### config.mk
export PLATFORM = sky130hd
export DESIGN_NAME = ftimer_top
export DESIGN_NICKNAME = d
export VERILOG_FILES = /design/src/rtl/ftimer_pkg.sv /design/src/rtl/ftimer_div.sv /design/src/rtl/ftimer_src_sel.sv /design/src/rtl/ftimer_cnt.sv /design/src/rtl/ftimer_regs.sv /design/src/rtl/ftimer_top.sv
export SDC_FILE = /design/constraint.sdc
export NUM_CORES = 1
export LEC_CHECK = 0
export BUFFER_PORTS_ARGS = -buffer_cell sky130_fd_sc_hd__buf_4
export CAP_MARGIN = 10
export CORE_ASPECT_RATIO = 0.6
export CORE_MARGIN = 2
export CORE_UTILIZATION = 30
export CTS_CLUSTER_SIZE = 20
export DETAILED_ROUTE_END_ITERATION = 8
export SYNTH_ARGS = -nofsm -noshare
export SYNTH_HDL_FRONTEND = slang
export SYNTH_SLANG_ARGS = --single-unit
### constraint.sdc
create_clock -name clk_i -period 3.3 [get_ports clk_i]
set_input_delay 0.825 -clock clk_i [delete_from_list [all_inputs] [get_ports clk_i]]
set_output_delay 0.825 -clock clk_i [all_outputs]
set_load 0.02 [all_outputs]
### src/rtl/ftimer_pkg.sv
package ftimer_pkg;
  localparam int ADDR_W     = 4;
  localparam logic [ADDR_W-1:0] OFF_CTRL  = 4'd0;
  localparam logic [ADDR_W-1:0] OFF_PRESC = 4'd1;
  localparam logic [ADDR_W-1:0] OFF_STAT  = 4'd2;
  localparam logic [ADDR_W-1:0] OFF_CNT   = 4'd9;

  localparam int B_EN       = 0;
  localparam int B_SRC_LO   = 6;
  localparam int SRC_W      = 3;
  localparam int B_MODE     = 9;
  localparam int B_OSC_EN   = 10;
  localparam int B_SWR      = 15;
  localparam int OSC_DIV_LO = 12;

  localparam logic [SRC_W-1:0] SRC_PER  = 3'd1;
  localparam logic [SRC_W-1:0] SRC_SLOW = 3'd4;
  localparam logic [SRC_W-1:0] SRC_OSC  = 3'd5;

  localparam int SWR_CYC   = 4;
  localparam int SWR_CNT_W = $clog2(SWR_CYC + 1);
endpackage

### src/rtl/ftimer_div.sv
module ftimer_div #(
  parameter int W = 4
) (
  input  logic         clk_i,
  input  logic         rst_ni,
  input  logic         clr_i,
  input  logic         tick_i,
  input  logic [W-1:0] div_i,
  output logic         pulse_o
);
  logic [W-1:0] ph_q;
  logic         wrap;

  // >= so that lowering the divisor never stalls the phase
  assign wrap    = (ph_q >= div_i);
  assign pulse_o = tick_i & wrap;

  always_ff @(posedge clk_i or negedge rst_ni) begin
    if (!rst_ni)     ph_q <= '0;
    else if (clr_i)  ph_q <= '0;
    else if (tick_i) ph_q <= wrap ? '0 : ph_q + 1'b1;
  end
endmodule

### src/rtl/ftimer_src_sel.sv
module ftimer_src_sel
  import ftimer_pkg::*;
(
  input  logic [SRC_W-1:0] src_i,
  input  logic             per_i,
  input  logic             slow_i,
  input  logic             osc_i,
  output logic             tick_o
);
  always_comb begin
    case (src_i)
      SRC_PER:  tick_o = per_i;
      SRC_SLOW: tick_o = slow_i;
      SRC_OSC:  tick_o = osc_i;
      default:  tick_o = 1'b0;
    endcase
  end
endmodule

### src/rtl/ftimer_cnt.sv
module ftimer_cnt #(
  parameter int W = 32
) (
  input  logic         clk_i,
  input  logic         rst_ni,
  input  logic         clr_i,
  input  logic         inc_i,
  output logic [W-1:0] cnt_o
);
  always_ff @(posedge clk_i or negedge rst_ni) begin
    if (!rst_ni)    cnt_o <= '0;
    else if (clr_i) cnt_o <= '0;
    else if (inc_i) cnt_o <= cnt_o + 1'b1;
  end
endmodule

### src/rtl/ftimer_regs.sv
module ftimer_regs
  import ftimer_pkg::*;
#(
  parameter int DATA_W     = 32,
  parameter int CNT_W      = 32,
  parameter int OSC_DIV_W  = 4,
  parameter int MAIN_DIV_W = 12
) (
  input  logic                  clk_i,
  input  logic                  rst_ni,
  input  logic                  req_i,
  input  logic                  we_i,
  input  logic [ADDR_W-1:0]     addr_i,
  input  logic [DATA_W-1:0]     wdata_i,
  input  logic [CNT_W-1:0]      count_i,
  output logic [DATA_W-1:0]     rdata_o,
  output logic                  ack_o,
  output logic                  en_o,
  output logic [SRC_W-1:0]      src_o,
  output logic                  osc_en_o,
  output logic [OSC_DIV_W-1:0]  osc_div_o,
  output logic [MAIN_DIV_W-1:0] main_div_o,
  output logic                  busy_o,
  output logic                  clr_o
);
  logic                 mode_q;
  logic [SWR_CNT_W-1:0] swr_cnt_q;
  logic                 wr, swr_go;
  logic [DATA_W-1:0]    rd_mux;
  logic                 unused_wdata;

  assign unused_wdata = ^wdata_i;
  assign busy_o = (swr_cnt_q != '0);
  assign wr     = req_i & we_i & ~busy_o;
  assign swr_go = wr && (addr_i == OFF_CTRL) && wdata_i[B_SWR];
  assign clr_o  = swr_go | busy_o;

  always_ff @(posedge clk_i or negedge rst_ni) begin
    if (!rst_ni) begin
      en_o       <= 1'b0;
      src_o      <= '0;
      mode_q     <= 1'b0;
      osc_en_o   <= 1'b0;
      osc_div_o  <= '0;
      main_div_o <= '0;
      swr_cnt_q  <= '0;
    end else if (swr_go) begin
      en_o       <= 1'b0;
      src_o      <= '0;
      mode_q     <= 1'b0;
      osc_en_o   <= 1'b0;
      osc_div_o  <= '0;
      main_div_o <= '0;
      swr_cnt_q  <= SWR_CNT_W'(SWR_CYC);
    end else begin
      if (busy_o) swr_cnt_q <= swr_cnt_q - 1'b1;
      if (wr && addr_i == OFF_CTRL) begin
        en_o     <= wdata_i[B_EN];
        src_o    <= wdata_i[B_SRC_LO +: SRC_W];
        mode_q   <= wdata_i[B_MODE];
        osc_en_o <= wdata_i[B_OSC_EN];
      end
      if (wr && addr_i == OFF_PRESC) begin
        osc_div_o  <= wdata_i[OSC_DIV_LO +: OSC_DIV_W];
        main_div_o <= wdata_i[MAIN_DIV_W-1:0];
      end
    end
  end

  always_comb begin
    rd_mux = '0;
    case (addr_i)
      OFF_CTRL: begin
        rd_mux[B_EN]              = en_o;
        rd_mux[B_SRC_LO +: SRC_W] = src_o;
        rd_mux[B_MODE]            = mode_q;
        rd_mux[B_OSC_EN]          = osc_en_o;
        rd_mux[B_SWR]             = busy_o;
      end
      OFF_PRESC: begin
        rd_mux[OSC_DIV_LO +: OSC_DIV_W] = osc_div_o;
        rd_mux[MAIN_DIV_W-1:0]          = main_div_o;
      end
      OFF_CNT: rd_mux[CNT_W-1:0] = count_i;
      default: rd_mux = '0;
    endcase
  end

  always_ff @(posedge clk_i or negedge rst_ni) begin
    if (!rst_ni) begin
      ack_o   <= 1'b0;
      rdata_o <= '0;
    end else begin
      ack_o <= req_i;
      if (req_i && !we_i) rdata_o <= rd_mux;
    end
  end
endmodule

### src/rtl/ftimer_top.sv
module ftimer_top
  import ftimer_pkg::*;
#(
  parameter int DATA_W     = 32,
  parameter int CNT_W      = 32,
  parameter int OSC_DIV_W  = 4,
  parameter int MAIN_DIV_W = 12
) (
  input  logic              clk_i,
  input  logic              rst_ni,
  input  logic              req_i,
  input  logic              we_i,
  input  logic [ADDR_W-1:0] addr_i,
  input  logic [DATA_W-1:0] wdata_i,
  output logic [DATA_W-1:0] rdata_o,
  output logic              ack_o,
  input  logic              per_tick_i,
  input  logic              slow_tick_i,
  input  logic              osc_tick_i
);
  logic                  ctrl_en, osc_en, swr_busy, clr;
  logic [SRC_W-1:0]      ctrl_src;
  logic [OSC_DIV_W-1:0]  osc_div;
  logic [MAIN_DIV_W-1:0] main_div;
  logic                  osc_gate, osc_pulse, sel_tick, main_tick, cnt_inc;
  logic [CNT_W-1:0]      count_q;

  ftimer_regs #(
    .DATA_W(DATA_W), .CNT_W(CNT_W), .OSC_DIV_W(OSC_DIV_W), .MAIN_DIV_W(MAIN_DIV_W)
  ) u_regs (
    .clk_i(clk_i), .rst_ni(rst_ni), .req_i(req_i), .we_i(we_i), .addr_i(addr_i),
    .wdata_i(wdata_i), .count_i(count_q), .rdata_o(rdata_o), .ack_o(ack_o),
    .en_o(ctrl_en), .src_o(ctrl_src), .osc_en_o(osc_en), .osc_div_o(osc_div),
    .main_div_o(main_div), .busy_o(swr_busy), .clr_o(clr)
  );

  assign osc_gate = osc_tick_i & osc_en & ctrl_en;

  ftimer_div #(.W(OSC_DIV_W)) u_osc_div (
    .clk_i(clk_i), .rst_ni(rst_ni), .clr_i(clr), .tick_i(osc_gate),
    .div_i(osc_div), .pulse_o(osc_pulse)
  );

  ftimer_src_sel u_sel (
    .src_i(ctrl_src), .per_i(per_tick_i), .slow_i(slow_tick_i),
    .osc_i(osc_pulse), .tick_o(sel_tick)
  );

  assign main_tick = sel_tick & ctrl_en;

  ftimer_div #(.W(MAIN_DIV_W)) u_main_div (
    .clk_i(clk_i), .rst_ni(rst_ni), .clr_i(clr), .tick_i(main_tick),
    .div_i(main_div), .pulse_o(cnt_inc)
  );

  ftimer_cnt #(.W(CNT_W)) u_cnt (
    .clk_i(clk_i), .rst_ni(rst_ni), .clr_i(clr), .inc_i(cnt_inc), .cnt_o(count_q)
  );
endmodule

Word level (Yosys, flattened, before mapping)
Index checks and enable logic that the tools add are counted.
- register bits: 106
- bits in latches: 0
- RAM bits: 0
- memory bits (read-only): 0
- input bits: 43
- output and inout bits: 33
- word-level logic and storage cells: 74
- memories kept: 0
- add/sub/neg operators: 4
- $mul: 0
- div/mod/pow operators: 0
- magnitude comparators: 2
- equality and inequality tests: 5
- shift operators: 0
- muxes and demuxes: 29
- bitwise operators: 9
- reductions and logical operators: 13
- operators with widths (cell ; number):
    $mux 32 ; 2
    $mux 12 ; 5
    $add 32x1->32 const B ; 1
    $mux 4 ; 5
    $mux 16 ; 1
    $pmux 5 s3 ; 1
    $add 12x1->12 const B ; 1
    $ge 12x12->1 ; 1
    $mux 3 ; 4
    $reduce_bool 2->1 ; 6
    $pmux 5 s2 ; 1
    $pmux 1 s3 ; 3
    $pmux 4 s2 ; 1
    $and 1x1->1 ; 7
    $eq 3x3->1 const B ; 2
    $mux 1 ; 6
    $add 4x1->4 const B ; 1
    $eq 4x1->1 const B ; 1
    $eq 4x4->1 const B ; 1
    $ge 4x4->1 ; 1
    $logic_and 1x1->1 ; 4
    $logic_not 4->1 ; 1
    $eq 3x1->1 const B ; 1
    $reduce_bool 3->1 ; 1
    other kinds (4) ; 4

Depth between registers and ports, before layout
- word-level depth: 8
- depth in mapped cells: 11
- mapped depth without buffers: 8

Modules after synthesis
Synthesis repeated with hierarchy kept, for this count alone.
- cell total of the unflattened synthesis: 522
- area, all modules: 5549.1 µm²
- by module, submodules not included (module ; instances ; cells an instance ; area each (µm²) ; seq. area each (µm²)):
    ftimer_regs ; 1 ; 198 ; 2539.9 ; 1451.4
    ftimer_cnt ; 1 ; 176 ; 1680.4 ; 800.8
    ftimer_div at u_main_div ; 1 ; 108 ; 947.2 ; 300.3
    ftimer_div at u_osc_div ; 1 ; 35 ; 341.6 ; 100.1
    ftimer_src_sel ; 1 ; 3 ; 27.5 ; 0.0
    ftimer_top ; 1 ; 2 ; 12.5 ; 0.0

Worst setup path before layout
OpenSTA, ideal clock, no wires.
- path type: flip-flop to flip-flop
- start point: reg u_osc_div.ph_q[0]
- end point: reg u_main_div.ph_q[1]
- setup time: 121 ps
- arrival: 2281 ps
- data required time: 3179 ps
- path slack: 897 ps
- stages on the path, launching flop included: 12
- path buffers: 3
- clock period less this slack: 2403 ps
- cells stage by stage: dfrtp_1 inv_1 ha_1 nand2b_1 a2111oi_2 o311ai_4 nand2_2 buf_4 buf_4 buf_4 mux2i_1 nor2_1
- longest elaborated chain between the ends: 5
- RTL lines (what ; RTL line ; source):
    start: declaration ; ftimer_div.sv:11 ; logic [W-1:0] ph_q;
    start signal: assignment ; ftimer_div.sv:21 ; else if (tick_i) ph_q <= wrap ? '0 : ph_q + 1'b1;
    $ge 4x4->1 ; ftimer_div.sv:15 ; assign wrap = (ph_q >= div_i);
    $and 1x1->1 ; ftimer_div.sv:16 ; assign pulse_o = tick_i & wrap;
    $pmux 1 s3 ; ftimer_src_sel.sv:11 ; case (src_i)
    $and 1x1->1 ; ftimer_top.sv:49 ; assign main_tick = sel_tick & ctrl_en;
    $reduce_bool 2->1 (no line) ; - ;
    end signal: assignment ; ftimer_div.sv:21 ;
    end: declaration ; ftimer_div.sv:11 ;
Every way passes these cells.
A chain may end at the register's enable or synchronous reset.

Worst setup path after layout
- start point: reg u_regs.main_div_o[7]
- end point: reg u_main_div.ph_q[2]
- longest elaborated chain between the ends: 4
- RTL lines (what ; RTL line ; source):
    start: declaration ; ftimer_regs.sv:22 ; output logic [MAIN_DIV_W-1:0] main_div_o,
    start signal: assignment ; ftimer_regs.sv:65 ; main_div_o <= wdata_i[MAIN_DIV_W-1:0];
    $ge 12x12->1 ; ftimer_div.sv:15 ;
    $mux 12 (2 in series) ; ftimer_div.sv:21 ;
    $mux 12 ; ftimer_div.sv:20 ; else if (clr_i) ph_q <= '0;
Every way passes these cells. The select of a mux whose other input is x is not followed.

==> reports/metrics.yaml <==
yosysTopAreaCellShare_pct: 47.7
start_kind: "flip-flop"
drc: 0
yosysMostFrequentCell: "dfrtp_1"
cts-root-buf: "clkbuf_16"
max_stage_delay_ns: 0.74
io-pin-count: 76
yosys-top-cells-area: "dfrtp_1 (48%), nand2_1 (7.1%), a21oi_1 (5.0%), ha_1 (4.7%), o31ai_1 (4.5%)"
hp-class: "input port to asynchronous set/reset pin"
drv_slew: 0
numCtsBuffers: 9
grt_overflow: 0
p_leak_nw: 2.72
dieArea_sq_um: 19700
slew_headroom_pct: 38.9
worstSetupEndpointType: "flip-flop"
critPathSlowestCell: "o21ai_1"
drtPass1Iterations: 6
syn-cell-area_sq_um: 5560
num_vias: 4655
multiInputGateArea_sq_um: 2660
holdWs_ns: 0.396
synthFlopType: "dfrtp_1"
drt-wirelength-per-cell_microns: 16.1
start_util_pct: 30.7
worst_pin_slew_ns: 0.911
nFillCells: 1832
crit_buf_inv: 2
cts_tree: "built"
synth_warnings: 0
cp.required_ns: 3.49
cts_resized: 0
clockBufferDepth: 2
grt_pass1_vias: 4343
finalWirelength_mm: 14.4
syn_inst: 605
p_per_area_nw_per_um2: 493
synth_common_cells: "dfrtp_1 (106), nand2_1 (105), a21oi_1 (56), o21ai_0 (43), o31ai_1 (33)"
syn_area_per_cell_sq_um: 9.19
cp-startpoint: "u_regs.main_div_o[7]"
rsz0062_at_grt: "false"
cp.arrival_ns: 3.07
critPathTopFamily: "compound AO/OA/AOI/OAI gates"
viasPerCell: 5.19
cts.htree.levels: 3
worstPathCellList: "inv_1 -> ha_1 -> nand2_1 -> or3_1 -> o221ai_1 -> a221oi_4 -> buf_12 -> o21ai_1 -> nor2_1"
grt_max_degree: 66
status: "finished, final reports clean"
antenna_found_initial: 0
rr_startpoint: "u_regs.main_div_o[7]"
period_minus_slack_ns: 2.87
period_share_pct: 87.0
grt_pass1_wl_mm: 23.9
hold_viol: 0
cts_hold_buf: 0
first_iter_violations: 330
vdd_drop_max_mv: 0.521
nets: 717
finalSetupViolCount: 0
clock_latency_ns: 0.35
io_buffers: 59
final.setup.tns_ns: 0
post_cts_buffers: 0
synth-async-reset-ratio_pct: 100
dieWidth_microns: 180
gp_congestion: 0.789
fin_skew_ns: 0.00812
syn_nets: 669
fmax_mhz: 348
rows: 38
grt_usage_pct: 15.2
dp_hpwl_mm: 10.2
synth_seq_area_share_pct: 47.7
antenna_left: 0
core_area_sq_um: 18100
n_antenna_cell: 0
maxCapViolations: 0
dieHeight_microns: 109
yosysTopAreaCell: "dfrtp_1"
clock_sinks: 106
drive_above_1_share_pct: 15.4
syn2layout_area_growth_pct: 18.4
clk_pin_slew_ns: 0.07
synth_edf_count: 0
ys_types: 51
critPathKind: "flip-flop to flip-flop"
path_max_fanout: 65
final-seq-area_sq_um: 2650
ys_seq_elements: 106
worst reg2reg max path, cell delays in order (launching register included):
cell and delay, ns:
dfrtp_1 0.39, inv_1 0.06, ha_1 0.29, nand2_1 0.07, or3_1 0.31, o221ai_1 0.36, a221oi_4 0.14, buf_12 0.22
o21ai_1 0.75, nor2_1 0.14
registers in the layout (all words and copies together), names as in the netlist, 3 cells and up:
register,count
u_regs.src_o,3
u_regs.osc_div_o,4
u_regs.rdata_o,32
u_cnt.cnt_o,32
u_regs.main_div_o,12
u_main_div.ph_q,12
u_osc_div.ph_q,4
u_regs.swr_cnt_q,3
cells in the final DEF (no fill, tap or decap), types with 2 or more instances in the layout:
cell type / synthesis / routed
o31ai_1: 33 / 33
nand4_1: 12 / 12
clkbuf_8: 0 / 2
or4_1: 31 / 31
and3_1: 16 / 16
and4_1: 7 / 7
ha_1: 21 / 21
mux2i_1: 2 / 2
nand3_1: 27 / 27
nand2_1: 105 / 105
buf_12: 0 / 2
nand2b_1: 5 / 4
and2_1: 3 / 3
a22oi_1: 9 / 9
or3_1: 4 / 4
nor2b_1: 2 / 2
nor3_1: 3 / 2
a21oi_1: 56 / 56
dfrtp_1: 106 / 106
buf_4: 4 / 74
o21ai_1: 3 / 3
a222oi_1: 7 / 7
a21o_1: 2 / 2
nor2_1: 21 / 21
xor2_1: 7 / 7
o21ai_0: 43 / 43
clkbuf_16: 0 / 9
inv_1: 19 / 19
cell families (layout without fill, tap and decap cells):
group	count (synthesis)	in the layout	synth area share, %
simple gates	243	243	22.2
flops	106	106	47.7
buf+inv	59	111	4.84
xor+xnor	8	8	1.26
mux	2	2	0.360
fa+ha+maj	21	21	4.73
compound gates	166	166	18.9
power breakdown:
group	internal, mW	total, mW	switching [mW]
sequential	1.36	1.42	0.0570
combinational	0.227	0.720	0.494
clock	0.626	1.11	0.480
final timing paths:
check                                 endpoint  depth (start not counted)  slack (ns)
min                        u_regs.swr_cnt_q[0]                          1        0.40
max reg2reg                 u_main_div.ph_q[2]                          9        0.43
max                         u_main_div.ph_q[2]                          9        0.43
max in group asynchronous   u_main_div.ph_q[1]                          2        2.18
min reg2reg                 u_regs.rdata_o[17]                          2        0.48
min in group clk_i          u_regs.rdata_o[17]                          2        0.48
final cells by class:
class	count	area share, %
inverters	20	1.14
repair buffers	76	9.05
flip-flops and latches	106	40.3
clock inverters	4	0.779
well taps	240	4.56
multi-input cells	440	40.3
clock buffers	11	3.84
layer usage:
| metal | up-vias | track usage [%] | part of all wire (%) | wire (microns) |
|---|---|---|---|---|
| li1 | 2318 | - | - | - |
| met1 | 2229 | 23.6 | 55 | 7860 |
| met2 | 100 | 20.9 | 40 | 5740 |
| met3 | 8 | 3.81 | 5.1 | 728 |
| met4 | 0 | 2.90 | 0.62 | 90 |
| met5 | - | 0 | 0 | 0 |
stage by stage:
stage	util [%]	total power, mW	setup WS [ns]	area [sq um]	std cells
final	36.3	3.25	0.429	6580	897
after floorplan	-	1.95	0.897	5560	605
after CTS	36.3	3.27	0.415	6580	897
after global placement	34.7	2.15	0.437	6280	882
after detailed placement	34.7	2.16	0.433	6280	882
after global routing	36.3	3.43	0.175	6580	897
No activity file was read; power rests on OpenSTA's default activity.
